### src/rtl/adc_sched_pkg.sv
`timescale 1ns/1ps
package adc_sched_pkg;

  typedef enum logic [1:0] {
    ZONE_EARLY = 2'b00,
    ZONE_LATE  = 2'b01,
    ZONE_SPAN  = 2'b10,
    ZONE_RSVD  = 2'b11
  } zone_e;

  typedef enum logic [1:0] {
    FR_IDLE  = 2'd0,
    FR_SHIFT = 2'd1,
    FR_CLOSE = 2'd2
  } frame_st_e;

  typedef struct packed {
    zone_e zone;
    logic  master;
    logic  echo;
  } sched_cfg_t;

endpackage

### src/rtl/adc_sched_timer.sv
`timescale 1ns/1ps
module adc_sched_timer #(
  parameter int T_CYCLE  = 200,
  parameter int T_QUIET  = 12,
  parameter int T_APER   = 6,
  parameter int CNV_HIGH = 10,
  parameter int PW       = $clog2(T_CYCLE)
) (
  input  logic          clk,
  input  logic          rst,
  output logic [PW-1:0] phase_o,
  output logic [PW-1:0] nxt_phase_o,
  output logic          blk_now_o,
  output logic          blk_next_o,
  output logic          wrap_next_o,
  output logic          convst_o
);
  localparam logic [PW-1:0] PH_LAST   = PW'(T_CYCLE - 1);
  localparam logic [PW-1:0] PH_APER   = PW'(T_APER);
  localparam logic [PW-1:0] PH_QSTART = PW'(T_CYCLE - T_QUIET);
  localparam logic [PW-1:0] PH_CNVLO  = PW'(CNV_HIGH);

  logic [PW-1:0] phase_q;
  logic [PW-1:0] nxt;

  function automatic logic in_blackout(input logic [PW-1:0] p);
    return (p <= PH_APER) || (p >= PH_QSTART);
  endfunction

  always_comb begin
    nxt = (phase_q == PH_LAST) ? '0 : phase_q + 1'b1;
  end

  always_ff @(posedge clk) begin
    if (rst) begin
      phase_q  <= '0;
      convst_o <= 1'b0;
    end else begin
      phase_q <= nxt;
      if (nxt == '0)
        convst_o <= 1'b1;
      else if (nxt == PH_CNVLO)
        convst_o <= 1'b0;
    end
  end

  assign phase_o     = phase_q;
  assign nxt_phase_o = nxt;
  assign blk_now_o   = in_blackout(phase_q);
  assign blk_next_o  = in_blackout(nxt);
  assign wrap_next_o = (nxt == '0);

  // convert start rises only when the phase restarts
  p_cnv_rise_r1: assert property (@(posedge clk) disable iff (rst)
    $rose(convst_o) |-> (phase_o == '0));

  // convert start does not move inside a protected window except its rise
  p_cnv_quiet_r5: assert property (@(posedge clk) disable iff (rst)
    (blk_now_o && phase_o != '0) |-> $stable(convst_o));

endmodule

### src/rtl/adc_sched_frame.sv
`timescale 1ns/1ps
module adc_sched_frame
  import adc_sched_pkg::*;
#(
  parameter int BITS = 18,
  parameter int DIVW = 8
) (
  input  logic            clk,
  input  logic            rst,
  input  logic            launch_i,
  input  logic            hold_i,
  input  logic [DIVW-1:0] div_i,
  input  logic            sdo_i,
  output logic            cs_n_o,
  output logic            sclk_o,
  output logic [BITS-1:0] data_o,
  output logic            valid_o,
  output logic            busy_o
);
  localparam int EW = $clog2(2 * BITS + 1);
  localparam logic [EW-1:0] LAST_EDGE = EW'(2 * BITS - 1);

  frame_st_e       st_q;
  logic [DIVW-1:0] hcnt_q;
  logic [EW-1:0]   edges_q;
  logic [BITS-1:0] shreg_q;

  always_ff @(posedge clk) begin
    if (rst) begin
      st_q    <= FR_IDLE;
      cs_n_o  <= 1'b1;
      sclk_o  <= 1'b0;
      hcnt_q  <= '0;
      edges_q <= '0;
      shreg_q <= '0;
      data_o  <= '0;
      valid_o <= 1'b0;
    end else begin
      valid_o <= 1'b0;
      case (st_q)
        FR_IDLE: begin
          if (launch_i) begin
            cs_n_o  <= 1'b0;
            hcnt_q  <= '0;
            edges_q <= '0;
            st_q    <= FR_SHIFT;
          end
        end
        FR_SHIFT: begin
          if (!hold_i) begin
            if (hcnt_q == div_i - 1'b1) begin
              hcnt_q <= '0;
              sclk_o <= ~sclk_o;
              if (!sclk_o)
                shreg_q <= {shreg_q[BITS-2:0], sdo_i};
              if (edges_q == LAST_EDGE)
                st_q <= FR_CLOSE;
              else
                edges_q <= edges_q + 1'b1;
            end else begin
              hcnt_q <= hcnt_q + 1'b1;
            end
          end
        end
        FR_CLOSE: begin
          if (!hold_i) begin
            cs_n_o  <= 1'b1;
            data_o  <= shreg_q;
            valid_o <= 1'b1;
            st_q    <= FR_IDLE;
          end
        end
        default: st_q <= FR_IDLE;
      endcase
    end
  end

  assign busy_o = (st_q != FR_IDLE);

  // a hold request from the timer freezes both framed lines
  p_hold_freeze_r5: assert property (@(posedge clk) disable iff (rst)
    hold_i |=> ($stable(cs_n_o) && $stable(sclk_o)));

  // serial clock only pulses inside a selected frame
  p_sclk_framed_r6: assert property (@(posedge clk) disable iff (rst)
    sclk_o |-> !cs_n_o);

  // result strobe lasts a single cycle
  p_valid_single_r6: assert property (@(posedge clk) disable iff (rst)
    valid_o |=> !valid_o);

endmodule

### src/rtl/adc_read_sched.sv
`timescale 1ns/1ps
module adc_read_sched
  import adc_sched_pkg::*;
#(
  parameter int T_CYCLE  = 200,
  parameter int T_CONV   = 110,
  parameter int T_QUIET  = 12,
  parameter int T_APER   = 6,
  parameter int CNV_HIGH = 10,
  parameter int BITS     = 18,
  parameter int DIVW     = 8
) (
  input  logic            clk,
  input  logic            rst,
  input  logic [1:0]      zone_i,
  input  logic [DIVW-1:0] div_i,
  input  logic            clk_master_i,
  input  logic            clk_echo_i,
  input  logic            sdo_i,
  output logic            convst_o,
  output logic            cs_n_o,
  output logic            sclk_o,
  output logic [BITS-1:0] data_o,
  output logic            data_valid_o,
  output logic            overrun_o,
  output logic            cfg_err_o
);
  localparam int PW = $clog2(T_CYCLE);
  localparam int NW = 24;
  localparam int W_EARLY = T_CYCLE - T_QUIET - T_CONV;
  localparam int W_LATE  = T_CONV - T_APER - 1;
  localparam logic [PW-1:0] PH_Z1 = PW'(T_CONV);
  localparam logic [PW-1:0] PH_Z2 = PW'(T_APER + 1);

  logic [PW-1:0]   phase, nxt_phase;
  logic            blk_now, blk_next, wrap_next;
  sched_cfg_t      cfg_q;
  logic [DIVW-1:0] div_q, eff_div;
  logic [1:0]      seen_q;
  logic [NW-1:0]   need, avail;
  logic            want_early, want_late, bad_cfg, no_fit, launch, busy;

  adc_sched_timer #(
    .T_CYCLE (T_CYCLE),
    .T_QUIET (T_QUIET),
    .T_APER  (T_APER),
    .CNV_HIGH(CNV_HIGH),
    .PW      (PW)
  ) u_timer (
    .clk        (clk),
    .rst        (rst),
    .phase_o    (phase),
    .nxt_phase_o(nxt_phase),
    .blk_now_o  (blk_now),
    .blk_next_o (blk_next),
    .wrap_next_o(wrap_next),
    .convst_o   (convst_o)
  );

  // settings and conversion count, refreshed at each convert start
  always_ff @(posedge clk) begin
    if (rst) begin
      cfg_q  <= '{zone: ZONE_EARLY, master: 1'b0, echo: 1'b0};
      div_q  <= DIVW'(1);
      seen_q <= '0;
    end else if (wrap_next) begin
      cfg_q  <= '{zone: zone_e'(zone_i), master: clk_master_i, echo: clk_echo_i};
      div_q  <= div_i;
      if (seen_q != 2'd2)
        seen_q <= seen_q + 1'b1;
    end
  end

  always_comb begin
    eff_div    = (div_q == '0) ? DIVW'(1) : div_q;
    need       = NW'(2 * BITS) * NW'(eff_div) + NW'(2);
    case (cfg_q.zone)
      ZONE_LATE: avail = NW'(W_LATE);
      ZONE_SPAN: avail = NW'(W_EARLY + W_LATE);
      default:   avail = NW'(W_EARLY);
    endcase
    want_early = (nxt_phase == PH_Z1) && (cfg_q.zone != ZONE_LATE) && (seen_q != 2'd0);
    want_late  = (nxt_phase == PH_Z2) && (cfg_q.zone == ZONE_LATE) && (seen_q == 2'd2);
    bad_cfg    = want_late && cfg_q.master && !cfg_q.echo;
    no_fit     = need > avail;
    launch     = (want_early || want_late) && !bad_cfg && !no_fit && !busy;
  end

  always_ff @(posedge clk) begin
    if (rst) begin
      overrun_o <= 1'b0;
      cfg_err_o <= 1'b0;
    end else begin
      if ((want_early || want_late) && !bad_cfg && (no_fit || busy))
        overrun_o <= 1'b1;
      if (bad_cfg)
        cfg_err_o <= 1'b1;
    end
  end

  adc_sched_frame #(
    .BITS(BITS),
    .DIVW(DIVW)
  ) u_frame (
    .clk     (clk),
    .rst     (rst),
    .launch_i(launch),
    .hold_i  (blk_next),
    .div_i   (eff_div),
    .sdo_i   (sdo_i),
    .cs_n_o  (cs_n_o),
    .sclk_o  (sclk_o),
    .data_o  (data_o),
    .valid_o (data_valid_o),
    .busy_o  (busy)
  );

  // chip select falls only in one of the two start slots
  p_fall_slot_r2: assert property (@(posedge clk) disable iff (rst)
    $fell(cs_n_o) |-> ((phase == PH_Z1) || (phase == PH_Z2)));

  // a late frame needs a conversion from the previous cycle
  p_late_has_result_r3: assert property (@(posedge clk) disable iff (rst)
    ($fell(cs_n_o) && phase == PH_Z2) |-> (seen_q == 2'd2));

  // framed lines hold still while the phase sits in a protected window
  p_lines_quiet_r5: assert property (@(posedge clk) disable iff (rst)
    blk_now |-> ($stable(cs_n_o) && $stable(sclk_o)));

  // overrun flag is sticky
  p_ovr_sticky_r9: assert property (@(posedge clk) disable iff (rst)
    overrun_o |=> overrun_o);

  // configuration error flag is sticky
  p_err_sticky_r8: assert property (@(posedge clk) disable iff (rst)
    cfg_err_o |=> cfg_err_o);

endmodule

### config.mk
export PLATFORM = sky130hd
export DESIGN_NAME = adc_read_sched
export DESIGN_NICKNAME = d
export VERILOG_FILES = /design/src/rtl/adc_sched_pkg.sv /design/src/rtl/adc_sched_timer.sv /design/src/rtl/adc_sched_frame.sv /design/src/rtl/adc_read_sched.sv
export SDC_FILE = /design/constraint.sdc
export NUM_CORES = 1
export LEC_CHECK = 0
export ABC_CLOCK_PERIOD_IN_PS = 7900
export BUFFER_PORTS_ARGS = -buffer_cell sky130_fd_sc_hd__buf_4
export CAP_MARGIN = 20
export CORE_UTILIZATION = 65
export CTS_BUF_LIST = sky130_fd_sc_hd__clkbuf_4 sky130_fd_sc_hd__clkbuf_8
export DETAILED_ROUTE_END_ITERATION = 8
export PLACE_DENSITY = 0.93
export SYNTH_ARGS = -nofsm -noshare
export SYNTH_HDL_FRONTEND = slang
export SYNTH_HIERARCHICAL = 1
export SYNTH_SLANG_ARGS = --single-unit
export TNS_END_PERCENT = 10
### constraint.sdc
create_clock -name clk -period 7.9 [get_ports clk]
set_input_delay 0.395 -clock clk [delete_from_list [all_inputs] [get_ports clk]]
set_output_delay 0.395 -clock clk [all_outputs]
set_load 0.1 [all_outputs]
==> key figures, run 1 <==
Routing
  – Wirelength per Cell: 16.5 um
  – Total via count after detailed routing: around 3,300
  – Number of remaining DRC errors: 0
  – Number of vias per cell: around 6.0
  – DR pass1 iterations: 5
  – First DRT Iteration DRCs: around 230
  – ANT nets after route: 0
  – Wirelength, routed: around 9100 um

Final layout
  – Layout cell share with drive strength beyond 1: between 10% and 20%
  – Post-Layout Cell Count: about 550
  – Final core area utilization: 76.9%
  – Post-route cell area: roughly 4600 um2
  – Layout filler cell count: roughly 390
  – Antenna diode count: 0
  – Multi-input logic area: about 2300 um2
  – Signed area change from the synthesized netlist to the final layout: 12.1%
  – Number of nets in the layout: just over 500
  – Footprint of the flip-flops and latches: 1600 um2

Min path
  – Origin of the worst min-delay path: div_i[0]
  – Worst hold-check path type: input port to flop
  – Hold worst-path end: div_q[0]
  – Cell count of the worst hold path: 2

Placement
  – Number of buffers added on ports: 38
  – Detailed placement HPWL: between 6000 and 7000 um
  – Placed standard-cell area: ~4400 um2
  – Post-Place Cells: 536
  – Gpl congestion: 1.00

Global route
  – All-layer global routing usage: about 29%
  – Number of antenna violations at the first check in global routing: 0
  – Vias in the first global route: ~3,200
  – Pin count of the biggest net entering global routing: 60
  – First-pass GRT wire length: about 15,000 um
  – GRT Residual Overflow: 0

Power and ir drop
  – Power density cells: around 180 nW/um2
  – Gate power share: 8.3%
  – Leakage power figure: between 2 and 2.5 nW
  – Switching Power: 215 uW
  – Part of the power in registers: between 40% and 50%
  – Proportion of power drawn by the clock network: between 40% and 50%
  – Worst IR Drop VDD: 0.190 mV
  – Internal power consumption: about 620 uW
  – Switching power as a share of total power: approximately 26%

Job
  – Max-capacitance violation count: 0

Synthesis
  – Post-synthesis cell area: between 4000 and 5000 um2
  – Yosys synthesis warning count: 6
  – Synth Instances: 449
  – Average cell area after synthesis: between 9 and 10 um2
  – Synthesized Nets: 490

Critical path
  – Data arrival time of the worst path: between 4000 and 5000 ps
  – Maximum fanout along the worst path: 10
  – Worst reg2reg endpoint: u_frame/edges_q[5]
  – CP Class: flop to flop
  – Reg-to-reg critical path startpoint: div_q[2]
  – R2R depth: 19
  – Type of element capturing the critical path: flop
  – R2r setup slk: about 3200 ps
  – Worst endpoint required time: ~8000 ps
  – Crit path launch type: flop

Timing
  – Final cycle utilization of the critical path: 59.1%
  – Final setup vio count: 0
  – RSZ-0062 raised after global routing: no
  – Post-Route Setup TNS: 0 ps
  – Number of failing hold endpoints at the final stage: 0
  – Post-layout min period: 4670 ps
  – Max frequency: around 210 MHz
  – Tightest Pin Transition: ~1100 ps
  – Relative slew margins: roughly 30%
  – Maximum clock skew at final layout: about 13 ps
  – Count of pins over their slew limit: 0

Status
  – Outcome: finished, final reports clean

Clock tree
  – Clock tree from TritonCTS: built
  – Number of sinks driven by the clock tree: 80
  – Later-pin clock latency in the skew report: roughly 360 ps
  – Clk slew on worst S/H paths: about 90 ps
  – TritonCTS buffer count: 9
  – H-Tree Level Count: 3
  – CTS root buf: sky130_fd_sc_hd__clkbuf_8
  – Buffer count from post-CTS setup fixing: 0
  – Clock Path Buffers: 2
  – CTS-repair resized insts: 0
  – Count of hold buffers inserted by post-cts repair: 0

Floorplanning
  – Number of placement rows: 28
  – Placeable core region: between 5000 and 6000 um2
  – Effective utilization at floorplan: 68.5%
  – Floorplan die height: slightly above 80 um
  – Floorplan die area: 6640 um2
  – I/O Pins: 39
  – Die boundary width: just over 80 um
stage by stage:
step,hold slack (ps),worst slack (ps),total power [mW]
2_1_floorplan,442,3600,0.474
3_3_place_gp,444,3580,0.489
3_5_place_dp,453,3380,0.493
4_1_cts,219,3290,0.836
5_1_grt,215,2880,0.863
6_report,228,3230,0.835
metal layers:
layer  vias to the layer above  share of wire, %  GRT usage (%)
met5                         -                 0              0
met3                        27               4.4           7.44
met2                        98                49           47.8
li1                       1612                 -              -
met4                         0               2.2           9.82
met1                      1598                44           36.6
layout by cell type (no fill, tap or decap), drive strengths merged, types with 3 or more instances in the layout:
cell type	count
nor2b	11
a22o	18
a31oi	4
xnor2	13
nand3	9
or3	7
and2	4
clkbuf	9
buf	40
a21oi	16
nor4	5
o21ai	5
dfxtp	80
ha	25
nor3	14
nor4b	5
o31ai	4
nand2	19
and3	8
xor2	11
a21o	3
nor2	53
a21boi	3
nand4	8
nand2b	7
o211ai	3
mux2i	32
inv	32
o21a	3
state kept, by name, summed over array words and instances (netlist names), 2 cells and up:
register / cells
cfg_q: 4
div_q: 8
seen_q: 2
u_frame/data_o: 18
u_frame/edges_q: 6
u_frame/hcnt_q: 8
u_frame/shreg_q: 18
u_frame/st_q: 2
u_timer/phase_o: 8
layout make-up:
cell class / count / share of cell area [%]
inverter: 28 / 2.28
clock buffer: 9 / 2.69
timing repair buffer: 40 / 6.60
sequential: 80 / 34.8
clock inverter: 7 / 2.34
tap: 75 / 2.04
multi-input combinational: 313 / 49.3
worst max-delay path by stage:
stage	start	to	slack (ps)	cells after the start
6_report	div_q[2]	u_frame/edges_q[5]	3230	19
5_1_grt	div_q[2]	u_frame/hcnt_q[7]	2880	20
4_1_cts	div_q[2]	u_frame/hcnt_q[7]	3290	20
3_5_place_dp	div_q[2]	u_frame/hcnt_q[7]	3380	20
3_3_place_gp	div_q[2]	u_frame/hcnt_q[7]	3580	20
2_1_floorplan	div_q[3]	u_frame/hcnt_q[7]	3600	18
critical path: stages, from the launching register on:
cell and delay, ps:
sky130_fd_sc_hd__dfxtp_1 560, sky130_fd_sc_hd__nor3_2 90, sky130_fd_sc_hd__a31oi_1 280, sky130_fd_sc_hd__inv_1 190, sky130_fd_sc_hd__ha_1 230, sky130_fd_sc_hd__ha_1 190, sky130_fd_sc_hd__inv_1 70, sky130_fd_sc_hd__fa_1 410
sky130_fd_sc_hd__inv_1 70, sky130_fd_sc_hd__ha_1 140, sky130_fd_sc_hd__nand2_1 60, sky130_fd_sc_hd__or4_1 470, sky130_fd_sc_hd__o31ai_1 110, sky130_fd_sc_hd__and3_1 300, sky130_fd_sc_hd__nor2_1 80, sky130_fd_sc_hd__nor3_1 590
sky130_fd_sc_hd__inv_1 190, sky130_fd_sc_hd__nor3_1 240, sky130_fd_sc_hd__a21oi_1 90, sky130_fd_sc_hd__o21a_1 200
power groups by stage:
stage	clock network (mW)	registers [mW]	logic, mW
after floorplan	0	0.424	0.0504
after global routing	0.370	0.417	0.0760
after global placement	0	0.425	0.0641
after CTS	0.351	0.416	0.0683
after detailed placement	0	0.425	0.0676
final	0.349	0.416	0.0695
No activity file was read; power rests on OpenSTA's default activity.
==> run 2: changes to the inputs <==
--- a/config.mk
+++ b/config.mk
@@ -5,13 +5,13 @@
 export SDC_FILE = /design/constraint.sdc
 export NUM_CORES = 1
 export LEC_CHECK = 0
-export ABC_CLOCK_PERIOD_IN_PS = 7900
+export ABC_CLOCK_PERIOD_IN_PS = 4400
 export BUFFER_PORTS_ARGS = -buffer_cell sky130_fd_sc_hd__buf_4
 export CAP_MARGIN = 20
-export CORE_UTILIZATION = 65
+export CORE_UTILIZATION = 61
 export CTS_BUF_LIST = sky130_fd_sc_hd__clkbuf_4 sky130_fd_sc_hd__clkbuf_8
 export DETAILED_ROUTE_END_ITERATION = 8
-export PLACE_DENSITY = 0.93
+export PLACE_DENSITY = 0.89
 export SYNTH_ARGS = -nofsm -noshare
 export SYNTH_HDL_FRONTEND = slang
 export SYNTH_HIERARCHICAL = 1
==> constraint.sdc (replaced) <==
create_clock -name clk -period 4.4 [get_ports clk]
set_input_delay 0.22 -clock clk [delete_from_list [all_inputs] [get_ports clk]]
set_output_delay 0.22 -clock clk [all_outputs]
set_load 0.1 [all_outputs]
==> run 2 against run 1 <==
Net effect:
- largest power group unchanged
- the run now ends with design-rule violations left
- utilization decreased by 3.9 points
- sequential power grew 79%
- hold slack got worse by 130 ps
- clock skew down 2.2 ps
==> key figures, run 2 (synthesis results as in run 1) <==
Final layout
  – Footprint of the flip-flops and latches: about 1600 um2
  – Final core area utilization: between 70% and 80%
  – Layout cell share with drive strength beyond 1: a little under a fifth
  – Post-route cell area: 4690 um2
  – Post-Layout Cell Count: roughly 560
  – Signed area change from the synthesized netlist to the final layout: 14.1%
  – Layout filler cell count: 435
  – Commonest cells after routing, fill and taps aside: sky130_fd_sc_hd__dfxtp_1, sky130_fd_sc_hd__nor2_1, sky130_fd_sc_hd__buf_4, sky130_fd_sc_hd__mux2i_1, sky130_fd_sc_hd__inv_1
  – Antenna diode count: 0
  – Most common cell after layout, fill and taps aside: sky130_fd_sc_hd__dfxtp_1
  – Biggest registers after layout: u_frame/data_o x18, u_frame/shreg_q x18
  – Number of nets in the layout: roughly 520
  – Multi-input logic area: 2290 um2

Floorplanning
  – Floorplan die height: 84.0 um
  – I/O Pins: 39
  – Floorplan die area: a little over 7000 um2
  – Number of placement rows: 29
  – Effective utilization at floorplan: about 64%
  – Die boundary width: ~84 um
  – Placeable core region: 6420 um2

Critical path
  – Maximum fanout along the worst path: 9
  – Slowest stage cell, crit path: sky130_fd_sc_hd__fa_1
  – Data arrival time of the worst path: approximately 4400 ps
  – Worst endpoint required time: roughly 4700 ps
  – CP Class: flop to flop
  – Crit path max-delay family: simple AND/OR/NAND/NOR gates
  – Cells along the critical path: nor3_2 -> a31oi_2 -> inv_2 -> ha_1 -> ha_1 -> inv_1 -> fa_1 -> inv_1 -> ha_1 -> nand2_1 -> or4_1 -> o31ai_1 -> and3_4 -> nand2b_1 -> a21oi_2 -> and3_1 -> and4_1 -> nand3_1 -> xor2_1 -> nor3_1
  – Crit path buffers/inverters: 3
  – Crit path launch type: flop
  – Critical Path Most Common Cell: sky130_fd_sc_hd__ha_1
  – Delay of the slowest cell on the worst path: around 480 ps
  – Type of element capturing the critical path: flop

Min path
  – Worst hold-check path type: input port to flop

Power and ir drop
  – Internal power consumption: between 1 and 1.5 mW
  – Gate power share: 8.7%
  – Part of the power in registers: 49.4%
  – Worst IR Drop VDD: 0.215 mV
  – Switching power as a share of total power: approximately 26%
  – Switching Power: between 300 and 400 uW
  – Power density cells: 322 nW/um2
  – Power Total: 1.51 mW
  – Proportion of power drawn by the clock network: between 40% and 50%
  – Leakage power figure: around 2.1 nW

Timing
  – RSZ-0062 raised after global routing: no
  – Number of failing hold endpoints at the final stage: 0
  – Post-layout min period: between 4000 and 5000 ps
  – Final cycle utilization of the critical path: 92.8%
  – Worst hold slack: slightly below 100 ps
  – Count of pins over their slew limit: 0
  – Maximum clock skew at final layout: around 11 ps
  – Tightest Pin Transition: roughly 710 ps
  – Final setup vio count: 0
  – Post-Route Setup TNS: 0 ps
  – Relative slew margins: a little over half
  – Max frequency: approximately 240 MHz
  – Worst setup slack after layout: about 310 ps

Status
  – Outcome: finished with violations
  – Failing checks: design-rule violations

Clock tree
  – Clock tree from TritonCTS: built
  – Clock Path Buffers: 2
  – H-Tree Level Count: 3
  – Later-pin clock latency in the skew report: 360 ps
  – Clk slew on worst S/H paths: ~90 ps
  – CTS root buf: sky130_fd_sc_hd__clkbuf_8
  – Number of sinks driven by the clock tree: 80
  – TritonCTS buffer count: 9

Global route
  – GRT Residual Overflow: 0
  – Number of antenna violations at the first check in global routing: 0
  – Vias in the first global route: about 3,400
  – All-layer global routing usage: 26.7%
  – First-pass GRT wire length: between 15,000 and 20,000 um
  – Pin count of the biggest net entering global routing: 60

Placement
  – Gpl congestion: roughly 0.9
  – Number of buffers added on ports: 38
  – Placed standard-cell area: about 4400 um2
  – Post-Place Cells: roughly 550
  – Post-Place Worst Slack: between 100 and 150 ps
  – Detailed placement HPWL: 6090 um

Routing
  – Number of remaining DRC errors: 2
  – DR pass1 iterations: 6
  – ANT nets after route: 0
  – Wirelength per Cell: 16.1 um
  – First DRT Iteration DRCs: just over 200
  – Number of vias per cell: between 6 and 7
  – Wirelength, routed: about 9000 um
  – Total via count after detailed routing: roughly 3,400

Job
  – Max-capacitance violation count: 0
run 2: cell types whose count changed in the layout (fill, tap and decap cells not counted), sizes merged:
cell / change
clkinvlp: -1
buf: +8
inv: +1
run 2: worst paths after layout:
check                            from                 end  slack (ps)  cells past startpoint
setup / recovery             div_q[3]   u_frame/hcnt_q[7]         310                     20
setup reg to reg             div_q[3]   u_frame/hcnt_q[7]         310                     20
hold / removal               div_i[0]            div_q[0]         100                      2
hold reg to reg   u_frame/shreg_q[17]  u_frame/data_o[17]         480                      1
run 2: power by group through the flow:
stage | logic (mW) | registers, mW | clock network (mW)
2_1_floorplan | 0.0904 | 0.761 | 0
5_1_grt | 0.144 | 0.746 | 0.673
6_report | 0.132 | 0.744 | 0.632
3_3_place_gp | 0.121 | 0.759 | 0
3_5_place_dp | 0.128 | 0.760 | 0
4_1_cts | 0.129 | 0.743 | 0.643
run 2: routing by layer:
| metal | routed length [um] | global-route usage (%) |
|---|---|---|
| met1 | 3930 | 32.4 |
| met2 | 4470 | 44.5 |
| met3 | 426 | 5.93 |
| met4 | 204 | 13.2 |
| met5 | 0 | 0 |
run 2: area by class of cell:
type / count / area share, %
multi-input cells: 313 / 48.8
flip-flops and latches: 80 / 34.3
repair buffers: 48 / 7.69
clock buffers: 9 / 2.64
clock inverters: 7 / 2.32
inverters: 28 / 2.24
well taps: 77 / 2.06
run 2: what timing repair did:
item | in CTS | in global routing
gates resized for setup | 0 | 10
hold buffers | 0 | 0
buffers inserted | 0 | 1
endpoints found under the setup margin | 0 | 9
==> run 3: changes to the inputs <==
--- a/config.mk
+++ b/config.mk
@@ -8,6 +8,7 @@
 export ABC_CLOCK_PERIOD_IN_PS = 4400
 export BUFFER_PORTS_ARGS = -buffer_cell sky130_fd_sc_hd__buf_4
 export CAP_MARGIN = 20
+export CORE_MARGIN = 4
 export CORE_UTILIZATION = 61
 export CTS_BUF_LIST = sky130_fd_sc_hd__clkbuf_4 sky130_fd_sc_hd__clkbuf_8
 export DETAILED_ROUTE_END_ITERATION = 8
==> run 3 against run 2 <==
Net effect:
- the flow now finishes without violations
- register-to-register slack worse by 80 ps
- first-iteration DRC count is 6.8% lower
- via count hardly changed
- largest cell class unchanged
- sequential power hardly changed
- design area is 1.3% lower
==> key figures, run 3 (synthesis results as in run 1) <==
Clock tree
  – Number of sinks driven by the clock tree: 80
  – H-Tree Level Count: 3
  – Later-pin clock latency in the skew report: roughly 360 ps
  – Count of hold buffers inserted by post-cts repair: 0
  – TritonCTS buffer count: 9
  – CTS root buf: sky130_fd_sc_hd__clkbuf_8
  – Clk slew on worst S/H paths: around 90 ps
  – Clock tree from TritonCTS: built
  – Clock Path Buffers: 2

Final layout
  – Number of nets in the layout: 520
  – Post-Layout Cell Count: about 560
  – Antenna diode count: 0
  – Biggest registers after layout: u_frame/data_o x18, u_frame/shreg_q x18
  – Most common cell after layout, fill and taps aside: sky130_fd_sc_hd__dfxtp_1
  – Commonest cells after routing, fill and taps aside: sky130_fd_sc_hd__dfxtp_1, sky130_fd_sc_hd__nor2_1, sky130_fd_sc_hd__buf_4, sky130_fd_sc_hd__mux2i_1, sky130_fd_sc_hd__inv_1
  – Signed area change from the synthesized netlist to the final layout: 12.7%
  – Layout cell share with drive strength beyond 1: 17.6%

Routing
  – Number of vias per cell: 6.03
  – First DRT Iteration DRCs: 193
  – DR pass1 iterations: 4
  – Wirelength per Cell: roughly 16 um
  – Number of remaining DRC errors: 0
  – ANT nets after route: 0
  – Wirelength, routed: between 9000 and 10,000 um
  – Total via count after detailed routing: 3,384

Critical path
  – R2r setup slk: 240 ps
  – Reg-to-reg critical path startpoint: div_q[3]
  – Type of element capturing the critical path: flop
  – Data arrival time of the worst path: roughly 4400 ps
  – CP Class: flop to flop
  – Worst endpoint required time: 4630 ps
  – R2R depth: 20
  – Worst reg2reg endpoint: u_frame/hcnt_q[7]
  – Maximum fanout along the worst path: 9
  – Crit path launch type: flop

Power and ir drop
  – Leakage power figure: ~2.1 nW
  – Power density cells: 300 nW/um2
  – Worst IR Drop VDD: between 0.2 and 0.25 mV
  – Power Total: 1.39 mW

Floorplanning
  – Number of placement rows: 29
  – Floorplan die height: ~90 um
  – I/O Pins: 39
  – Die boundary width: 90.0 um
  – Effective utilization at floorplan: 63.6%
  – Floorplan die area: around 8100 um2
  – Placeable core region: 6460 um2

Status
  – Outcome: finished, final reports clean

Placement
  – Post-Place Cells: between 500 and 600
  – Number of buffers added on ports: 38
  – Detailed placement HPWL: about 6400 um
  – Gpl congestion: about 0.85

Global route
  – Vias in the first global route: 3,379
  – All-layer global routing usage: a little under a quarter
  – Pin count of the biggest net entering global routing: 60
  – First-pass GRT wire length: 15,400 um
  – GRT Residual Overflow: 0
  – Number of antenna violations at the first check in global routing: 0

Min path
  – Hold worst-path end: div_q[0]
  – Worst hold-check path type: input port to flop
  – Cell count of the worst hold path: 2
  – Origin of the worst min-delay path: div_i[0]

Job
  – Max-capacitance violation count: 0

Timing
  – Tightest Pin Transition: 740 ps
  – Max frequency: ~240 MHz
  – Worst hold slack: roughly 67 ps
  – Final cycle utilization of the critical path: between 90% and 100%
  – Count of pins over their slew limit: 0
  – Final setup vio count: 0
  – Post-layout min period: about 4200 ps
  – Relative slew margins: between 50 and 60%
  – Number of failing hold endpoints at the final stage: 0
  – Maximum clock skew at final layout: approximately 12 ps
==> run 3: how the worst max path moves through the flow <==
| stage | from | to | cells past startpoint |
|---|---|---|---|
| after floorplan | div_q[3] | u_frame/hcnt_q[7] | 18 |
| after global placement | div_q[3] | u_frame/hcnt_q[7] | 20 |
| final | div_q[3] | u_frame/hcnt_q[7] | 20 |
| after CTS | div_q[4] | u_frame/hcnt_q[7] | 20 |
| after global routing | div_q[3] | u_frame/hcnt_q[7] | 20 |
| after detailed placement | div_q[3] | u_frame/hcnt_q[7] | 20 |
==> run 3: area by class of cell <==
type / instances / area [um2]
Multi-Input combinational cell: 313 / 2280
Fill cell: 464 / 1830
Sequential cell: 80 / 1610
Timing Repair Buffer: 47 / 353
Clock buffer: 9 / 124
Inverter: 28 / 105
Tap cell: 77 / 96.3
Clock inverter: 7 / 61.3
==> run 3: what timing repair did <==
action | in CTS | in global routing
setup buffers | 0 | 0
setup endpoints to repair | 0 | 9
endpoints found under the hold margin | 0 | 0
gates resized for setup | 0 | 7
==> run 3: report_power, final <==
part	total (mW)	internal, mW	switching, mW	leakage, nW
Sequential	0.744	0.732	0.0117	0.647
Clock	0.512	0.214	0.297	0.0884
Combinational	0.131	0.0525	0.0784	1.33
==> run 3: routing by layer <==
metal,vias to the layer above,GRT usage (%),routed length (um)
li1,1629,-,-
met1,1647,26.6,3860
met2,83,39.0,4610
met3,25,6.43,351
met4,0,8.93,208
met5,-,0,0
==> run 3: worst max-delay path: stages, from the launching register on <==
cell	delay (ps)
sky130_fd_sc_hd__dfxtp_2	390
sky130_fd_sc_hd__nor3_2	200
sky130_fd_sc_hd__a31oi_2	150
sky130_fd_sc_hd__inv_2	140
sky130_fd_sc_hd__ha_1	170
sky130_fd_sc_hd__ha_1	160
sky130_fd_sc_hd__inv_1	50
sky130_fd_sc_hd__fa_1	480
sky130_fd_sc_hd__inv_1	40
sky130_fd_sc_hd__ha_1	270
sky130_fd_sc_hd__nand2_1	60
sky130_fd_sc_hd__or4_1	480
sky130_fd_sc_hd__o31ai_1	130
sky130_fd_sc_hd__and3_4	270
sky130_fd_sc_hd__nand2b_1	60
sky130_fd_sc_hd__a21oi_1	190
sky130_fd_sc_hd__and3_1	220
sky130_fd_sc_hd__and4_1	240
sky130_fd_sc_hd__nand3_1	100
sky130_fd_sc_hd__xor2_1	160
sky130_fd_sc_hd__nor3_1	60
==> run 3: per-stage QoR <==
step	area [um2]	util (%)	setup WS (ps)	TNS, ps
detailed placement	4420	68.5	153	0
finish	4630	71.6	240	0
global placement	4420	68.5	351	0
CTS	4610	71.4	121	0
global route	4630	71.6	-72.4	-72.4
floorplan	4110	-	99.7	0
